`config.mk`:
```
export PLATFORM = sky130hd
export DESIGN_NAME = clkpm_ctrl
export DESIGN_NICKNAME = d
export VERILOG_FILES = /design/src/rtl/clkpm_ctrl.sv
export SDC_FILE = /design/constraint.sdc
export NUM_CORES = 1
export LEC_CHECK = 0
export BUFFER_PORTS_ARGS = -buffer_cell sky130_fd_sc_hd__buf_2
export CORE_UTILIZATION = 40
export DETAILED_ROUTE_END_ITERATION = 16
export GPL_ROUTABILITY_DRIVEN = 0
export GPL_TIMING_DRIVEN = 0
export SKIP_CTS_REPAIR_TIMING = 1
export SLEW_MARGIN = 5
export SYNTH_ARGS = -nofsm -noshare
export SYNTH_HDL_FRONTEND = slang
export SYNTH_SLANG_ARGS = --single-unit
```
`constraint.sdc`:
```
create_clock -name clk -period 4.3 [get_ports clk]
set_clock_uncertainty 0.1 [all_clocks]
set_input_delay 0.215 -clock clk [delete_from_list [all_inputs] [get_ports clk]]
set_output_delay 0.215 -clock clk [all_outputs]
set_load 0.05 [all_outputs]
```
`src/rtl/clkpm_ctrl.sv`:
```
module clkpm_ctrl #(
  parameter int CDW = 3,
  parameter int MW  = 3,
  parameter logic [CDW-1:0] CD_RST = 3
) (
  input  logic       clk,
  input  logic       rst_n,
  input  logic       wr_en,
  input  logic [1:0] wr_addr,
  input  logic [7:0] wr_data,
  input  logic       pll_lock,
  input  logic [3:0] irq_wake,
  input  logic       tmr_wake,
  input  logic       ext_tick,
  output logic       core_en,
  output logic       periph_en,
  output logic       pll_on,
  output logic       osc_on,
  output logic       ref_xtal,
  output logic       clkout_en,
  output logic       lock_irq
);
  localparam int CNTW = (1 << CDW) - 1;

  logic [MW-1:0]   mode_q;
  logic [CDW-1:0]  cd_q, cd_act;
  logic            osc_int_q;
  logic [1:0]      src_q;
  logic [CNTW-1:0] cnt_q;
  logic            irq_q;

  wire [CNTW-1:0] lim = CNTW'((1 << cd_act) - 1);
  wire div_tick = (cnt_q == lim);

  wire m_pause = (mode_q == MW'(1));
  wire m_nap   = (mode_q == MW'(2));
  wire m_sleep = (mode_q == MW'(3));
  wire m_stop  = (mode_q == MW'(4));
  wire m_act   = !(m_pause || m_nap || m_sleep || m_stop);

  wire src_ext = (src_q == 2'b11);
  wire base    = src_ext ? ext_tick : (div_tick && pll_lock);

  assign core_en   = m_act && base;
  assign periph_en = (m_act || m_pause) && base;
  assign pll_on    = m_act || m_pause || m_nap;
  assign osc_on    = !m_stop;
  assign ref_xtal  = !osc_int_q;
  assign clkout_en = core_en && !src_ext;
  assign lock_irq  = irq_q;

  wire wake   = (|irq_wake) || (tmr_wake && osc_on);
  wire wr_mode = wr_en && (wr_addr == 2'd0);
  wire wr_cfg  = wr_en && (wr_addr == 2'd1);
  wire wr_clr  = wr_en && (wr_addr == 2'd2) && wr_data[0];

  always_ff @(posedge clk or negedge rst_n) begin
    if (!rst_n) begin
      mode_q <= '0;
    end else if (wake) begin
      mode_q <= '0;
    end else if (wr_mode) begin
      mode_q <= wr_data[MW-1:0];
    end
  end

  always_ff @(posedge clk or negedge rst_n) begin
    if (!rst_n) begin
      cd_q      <= CD_RST;
      osc_int_q <= 1'b1;
      src_q     <= 2'b00;
    end else if (wr_cfg) begin
      cd_q      <= wr_data[CDW-1:0];
      osc_int_q <= wr_data[3];
      src_q     <= wr_data[5:4];
    end
  end

  always_ff @(posedge clk or negedge rst_n) begin
    if (!rst_n) begin
      cnt_q  <= '0;
      cd_act <= CD_RST;
    end else if (div_tick) begin
      cnt_q  <= '0;
      cd_act <= cd_q;
    end else begin
      cnt_q <= cnt_q + 1'b1;
    end
  end

  always_ff @(posedge clk or negedge rst_n) begin
    if (!rst_n) begin
      irq_q <= 1'b0;
    end else if (pll_on && !pll_lock) begin
      irq_q <= 1'b1;
    end else if (wr_clr) begin
      irq_q <= 1'b0;
    end
  end
endmodule


```
==> results.toml, run 1 <==
[final_layout]
diodes = 0
nets = 149
final_layout_size_suffix_gt1_share_pct = 35.43
layout-area-overhead-vs-synth_pct = 19.45

[synthesis]
synth_nets = 119
yosysTopAreaCellShare_pct = 35.80
post_synth_num_cell_types = 34
synth_xor_area_share_pct = 5.847
post_synth_mux_area_share_pct = 12.53
ys_async_sr_fraction_pct = 100.0
postSynthAreaPerCell_um2 = 10.70
synth_ff_type = "sky130_fd_sc_hd__dfrtp_1"
ys_top_cells_by_area = "sky130_fd_sc_hd__dfrtp_1, sky130_fd_sc_hd__dfstp_2, sky130_fd_sc_hd__mux2_2, sky130_fd_sc_hd__nor2_1, sky130_fd_sc_hd__xnor2_1"
compound_gate_fraction_of_synth_area_pct = 9.427
synthAdderAreaFrac_pct = 1.193
yosys_warnings = 0
synth_enable_flop_cells = 0
netlist.top_cell.by_area = "sky130_fd_sc_hd__dfrtp_1"
syn_inst = 98
synth_seq_cells = 20
synth.cell_area_um2 = 1049
yosys.area_share.simple_pct = 19.81
synth_top_family_by_area = "simple AND/OR/NAND/NOR gates"
seq_area_frac_synth_pct = 48.33

[worst_hold_path]
whs_endpoint = "osc_int_q"
hold_path.startpoint = "wr_data[3]"
timing.hold.worst.class = "in -> reg"
worst_hold_stages = 2

[pwr]
p_per_area_nw_per_um2 = 548.6
leakagePower_nw = 0.5343
worst_ir_drop_vdd_mv = 0.2694

[timing]
final_report_setup_violation_count = 0
rsz0062_at_grt = "no"
worst_setup_slack_after_layout_ps = 1529
relSlewSlack_pct = 61.23
timing.final.crit_period_ps = 2771
timing.setup.tns_ps = 0
hold_violations_final = 0
ratio_of_final_minimum_period_to_clock_period_pct = 64.44
drv_slew = 0
max_freq_ghz = 0.3609
worst_slew_pin_slew_ps = 580.3

[die]
floorplan.die.width_um = 53.20
fp.dieArea_um2 = 2830
dieHeight_um = 53.20
io_pins = 27
core_um2 = 2477
initial_utilization_pct = 42.32
floorplan.rows = 18

[global_route]
grt_pass1_wl_mm = 3.146
grt_max_degree = 21
grt_util_all_layers_pct = 16.02
antenna_found_initial = 0
vias_in_the_first_global_route = 723
gr-total-overflow = 0

[placement]
dp_hpwl_mm = 1.482
dp_slack_ps = 1858
placement.io_buffers = 24

[cts]
tritoncts = "yes"
clock-sinks = 20
tritoncts.num_buffers = 3
clock-root-buffer = "sky130_fd_sc_hd__clkbuf_4"
worstSkewPairLatency_ps = 290
clk_path_buf_depth = 2
cts_max_level = 1
clk_transition_reported_paths_ps = 110

[worst_setup_path]
worst-path-max-fanout = 10
worst_setup_path_end_kind = "output pin"
startpoint_type = "flop"
regToRegSetupSlack_ps = 2140
slowest_delay_ps = 590
reg2reg_to = "cd_act[2]"
crit_type = "reg -> out"
worst_ep_arrival_time_ps = 2460
ff2ff_path_depth = 5
timing.rr.start = "cd_act[1]"
crit_path_top_delay_cell = "sky130_fd_sc_hd__dfstp_2"
worst_ep_required_time_ps = 3980
critical_path.cell_chain = "nand3b_1 > a2111oi_2 > a31oi_1 > a211oi_2 > buf_6 > a31o_1 > buf_2"
worst_path_dominant_cell_family = "compound AO/OA/AOI/OAI gates"
crit_buf_inv = 2

[drt]
drt_pre_antenna_iters = 4
finalWirelength_mm = 1.901
route.detailed.drc = 0
route.vias.total = 788
routedWlPerCell_um = 12.11
via_per_inst = 5.019
drt_first_iter_violations = 5
ant_nets = 0

[job]
maxCapViolations = 0

[status]
outcome = "finished, final reports clean"
placed cells by master, fill, tap and decap left out, types with 2 or more instances in the layout:
cell	count
sky130_fd_sc_hd__buf_2	24
sky130_fd_sc_hd__dfrtp_1	15
sky130_fd_sc_hd__nor2_1	13
sky130_fd_sc_hd__mux2_2	9
sky130_fd_sc_hd__nand2_1	5
sky130_fd_sc_hd__dfstp_2	5
sky130_fd_sc_hd__nand3_1	4
sky130_fd_sc_hd__xnor2_1	4
sky130_fd_sc_hd__nor3_1	3
sky130_fd_sc_hd__a21oi_1	3
sky130_fd_sc_hd__xor2_1	3
sky130_fd_sc_hd__nor2b_1	3
sky130_fd_sc_hd__inv_1	3
sky130_fd_sc_hd__mux2i_1	3
sky130_fd_sc_hd__clkbuf_4	3
sky130_fd_sc_hd__o2bb2ai_1	2
sky130_fd_sc_hd__nand3b_1	2
sky130_fd_sc_hd__a31oi_1	2
sky130_fd_sc_hd__and2_1	2
per-layer routing:
metal | track usage, % | wire (um)
met1 | 19.96 | 892
met2 | 26.46 | 898
met3 | 1.724 | 76
met4 | 9.211 | 34
met5 | 0 | 0
worst max path at each step:
stage | startpoint | end | slack (ps) | depth (start not counted)
final | cd_act[1] | periph_en | 1530 | 7
after CTS | cd_act[1] | periph_en | 1510 | 7
after floorplan | cd_act[1] | core_en | 1980 | 6
after detailed placement | cd_act[1] | periph_en | 1860 | 7
after global placement | cd_act[1] | core_en | 1870 | 7
after global routing | cd_act[1] | core_en | 1310 | 7
registers in the layout (all words and copies together), names as in the netlist:
register,count
cd_act,3
cd_q,3
cnt_q,7
lock_irq,1
mode_q,3
osc_int_q,1
src_q,2
power by group:
group	switching (mW)	internal (mW)	leakage, nW	total (mW)
Sequential	0.0624	0.256	0.239	0.318
Clock	0.0545	0.0516	0.0210	0.106
Combinational	0.137	0.126	0.275	0.263
Total	0.254	0.433	0.534	0.687
cell usage after synthesis (2+ instances only):
cell type	count
sky130_fd_sc_hd__dfrtp_1	15
sky130_fd_sc_hd__mux2i_1	3
sky130_fd_sc_hd__nor2b_1	3
sky130_fd_sc_hd__a31oi_1	2
sky130_fd_sc_hd__inv_1	3
sky130_fd_sc_hd__dfstp_2	5
sky130_fd_sc_hd__xnor2_1	4
sky130_fd_sc_hd__mux2_2	9
sky130_fd_sc_hd__xor2_1	3
sky130_fd_sc_hd__nor2_1	13
sky130_fd_sc_hd__and2_1	2
sky130_fd_sc_hd__nand3b_1	2
sky130_fd_sc_hd__nor3_1	3
sky130_fd_sc_hd__nand2_1	5
sky130_fd_sc_hd__nand3_1	4
sky130_fd_sc_hd__o2bb2ai_1	2
sky130_fd_sc_hd__a21oi_1	3
logic make-up after synthesis:
kind of cell               after synthesis
adders and majority gates                1
muxes                                   12
and+or+nand+nor                         40
xor gates and xnor gates                 7
buffers and inverters                    6
DFF                                     20
AOI/OAI and AO/OA                       12
per-stage QoR:
stage | utilization, % | area, um^2 | cells | power [mW] | hold WS, ps
3_5_place_dp | 48.69 | 1206 | 152 | 0.5850 | 82.37
2_1_floorplan | - | 1049 | 98 | 0.5208 | -180.6
5_1_grt | 50.56 | 1252 | 157 | 0.7468 | 27.02
3_3_place_gp | 48.69 | 1206 | 152 | 0.5738 | 74.08
6_report | 50.56 | 1252 | 157 | 0.6871 | 45.32
4_1_cts | 50.15 | 1242 | 156 | 0.6933 | -250.7
final cells by class:
type	count	area, um^2
buffer	3	18.77
clock buffer	4	36.28
sequential	20	506.7
fill	251	1225
timing repair buffer	25	130.1
inverter	3	11.26
tap	30	37.54
multi-input combinational	72	511.7
Power figures use the tool's default switching activity.
==> run 2: changes to the inputs <==
--- a/config.mk
+++ b/config.mk
@@ -10,6 +10,7 @@
 export DETAILED_ROUTE_END_ITERATION = 16
 export GPL_ROUTABILITY_DRIVEN = 0
 export GPL_TIMING_DRIVEN = 0
+export PLACE_DENSITY = 0.66
 export SKIP_CTS_REPAIR_TIMING = 1
 export SLEW_MARGIN = 5
 export SYNTH_ARGS = -nofsm -noshare
==> constraint.sdc (replaced) <==
create_clock -name clk -period 2.2 [get_ports clk]
set_clock_uncertainty 0.1 [all_clocks]
set_input_delay 0.11 -clock clk [delete_from_list [all_inputs] [get_ports clk]]
set_output_delay 0.11 -clock clk [all_outputs]
set_load 0.05 [all_outputs]
==> run 2 against run 1 <==
  * The flow now finishes with violations (negative setup slack)
  * Utilization rose by 7.0 points
  * Die area unchanged
  * Hold slack worse by 15 ps
  * Critical path type unchanged
  * Critical path depth did not move
  * Non-clock buffer count up 13
  * Final cell count up 8.3%
  * Clock power grew 95%
  * Via count grew 9.9%
  * Sequential share of layout area down 4.8 points
  * Sequential power increased by 98%
==> results.toml, run 2 (synthesis results as in run 1) <==
[global_route]
antenna_found_initial = 0
vias_in_the_first_global_route = 729
grt_util_all_layers_pct = 15.85
grt.busiest_layer = "met2"
gr-total-overflow = 0
grt_pass1_wl_mm = 3.139
groute.layer.met3.usage_pct = 3.448
gr-usage-met1_pct = 19.96
groute.layer.met2.usage_pct = 25.83
grt_max_degree = 21

[die]
floorplan.rows = 18
core_um2 = 2477
initial_utilization_pct = 42.32
fp.dieArea_um2 = 2830
floorplan.die.width_um = 53.20
dieHeight_um = 53.20
io_pins = 27

[timing]
ratio_of_final_minimum_period_to_clock_period_pct = 110.4
hold_violations_final = 0
worst_slew_pin_slew_ps = 616.4
drv_slew = 0
max_freq_ghz = 0.4117
final_report_setup_violation_count = 3
rsz0062_at_grt = "yes"
relSlewSlack_pct = 58.82
worst_setup_slack_after_layout_ps = -229.2
timing.final.crit_period_ps = 2429

[final_layout]
final_common_cell = "sky130_fd_sc_hd__buf_2"
post_layout_util_pct = 57.53
final_layout_size_suffix_gt1_share_pct = 38.57
final_cell_mix = "sky130_fd_sc_hd__buf_2, sky130_fd_sc_hd__dfrtp_1, sky130_fd_sc_hd__nor2_1, sky130_fd_sc_hd__mux2_2, sky130_fd_sc_hd__dlygate4sd3_1"
number_of_flip_flops_under_the_largest_register_name = 7
diodes = 0
largest-register = "cnt_q"
post_layout_nonfiller_instances = 170
layout-area-overhead-vs-synth_pct = 35.92
finish.instance_area_um2 = 1425
nets = 162

[drt]
drt_pre_antenna_iters = 4
ant_nets = 0
route.detailed.drc = 0
via_per_inst = 5.094
drt_first_iter_violations = 13
routedWlPerCell_um = 12.34
route.vias.total = 866
finalWirelength_mm = 2.098

[placement]
placement.io_buffers = 24
placed_area_um2 = 1212
dp_hpwl_mm = 1.447
placedCellCount = 152

[worst_setup_path]
startpoint_type = "flop"
worst-path-max-fanout = 7
critical_path.cell_chain = "nand3b_1 > a2111oi_4 > a31oi_1 > a211oi_2 > buf_6 > a31o_4 > buf_8"
slowest_delay_ps = 600
worst_path_dominant_cell_family = "compound AO/OA/AOI/OAI gates"
crit_type = "reg -> out"
crit_buf_inv = 2
crit_path_top_delay_cell = "sky130_fd_sc_hd__dfstp_2"
worst_ep_required_time_ps = 1990
worst_setup_path_end_kind = "output pin"
worst_ep_arrival_time_ps = 2220

[job]
maxCapViolations = 0

[worst_hold_path]
timing.hold.worst.class = "in -> reg"

[pwr]
leakagePower_nw = 0.6089
worst_ir_drop_vdd_mv = 0.5894
p_per_area_nw_per_um2 = 1015

[status]
violations_in_the_final_reports = "negative setup slack"
outcome = "complete, but fails checks"

[cts]
tritoncts = "yes"
cts_max_level = 1
worstSkewPairLatency_ps = 300
clock-sinks = 20
tritoncts.num_buffers = 3
clk_path_buf_depth = 2
clock-root-buffer = "sky130_fd_sc_hd__clkbuf_4"
clk_transition_reported_paths_ps = 110
-- run 2: metal layers --
metal | vias up | share of wire [%]
li1 | 431 | -
met1 | 403 | 46
met2 | 30 | 49
met3 | 2 | 4.8
met4 | 0 | 0.38
met5 | - | 0
-- run 2: cell type report --
| class | count | area (um^2) |
|---|---|---|
| inverter | 3 | 11.26 |
| buffer | 3 | 18.77 |
| fill | 215 | 1052 |
| multi-input combinational | 72 | 541.8 |
| timing repair buffer | 38 | 271.5 |
| clock buffer | 4 | 36.28 |
| tap | 30 | 37.54 |
| sequential | 20 | 508.0 |
-- run 2: worst min-delay path: cells and delay by family --
family	cells	cell delay (ps)
AO/OA/AOI/OAI	1	130
buffers and inverters	2	150
-- run 2: where the power goes --
| group | total [mW] | switching [mW] | internal [mW] | leakage, nW |
|---|---|---|---|---|
| sequential | 0.630 | 0.128 | 0.502 | 0.237 |
| clock | 0.207 | 0.106 | 0.101 | 0.0210 |
| combinational | 0.610 | 0.296 | 0.313 | 0.351 |
| total | 1.45 | 0.531 | 0.916 | 0.609 |
-- run 2: path summary, 6_finish.rpt --
| path | from | end | slack (ps) | cells after the start |
|---|---|---|---|---|
| min reg2reg | lock_irq | lock_irq | 420 | 1 |
| min | pll_lock | lock_irq | 30 | 3 |
| max in group asynchronous | rst_n | cd_act[0] | 1480 | 2 |
| min in group asynchronous | rst_n | cnt_q[1] | 180 | 2 |
| max | cd_act[1] | periph_en | -230 | 7 |
| max reg2reg | cd_act[1] | cd_act[0] | 80 | 6 |
-- run 2: through the flow --
| step | total power [mW] | hold WS (ps) | setup TNS (ps) | worst slack (ps) |
|---|---|---|---|---|
| finish | 1.446 | 30.19 | -666.6 | -229.2 |
| global route | 1.562 | 27.45 | -1122 | -369.8 |
| floorplan | 1.022 | -285.6 | -2.511 | -2.511 |
| global placement | 1.118 | -21.55 | -324.7 | -125.7 |
| detailed placement | 1.147 | -14.81 | -326.5 | -122.8 |
| CTS | 1.359 | -352.5 | -1327 | -456.9 |
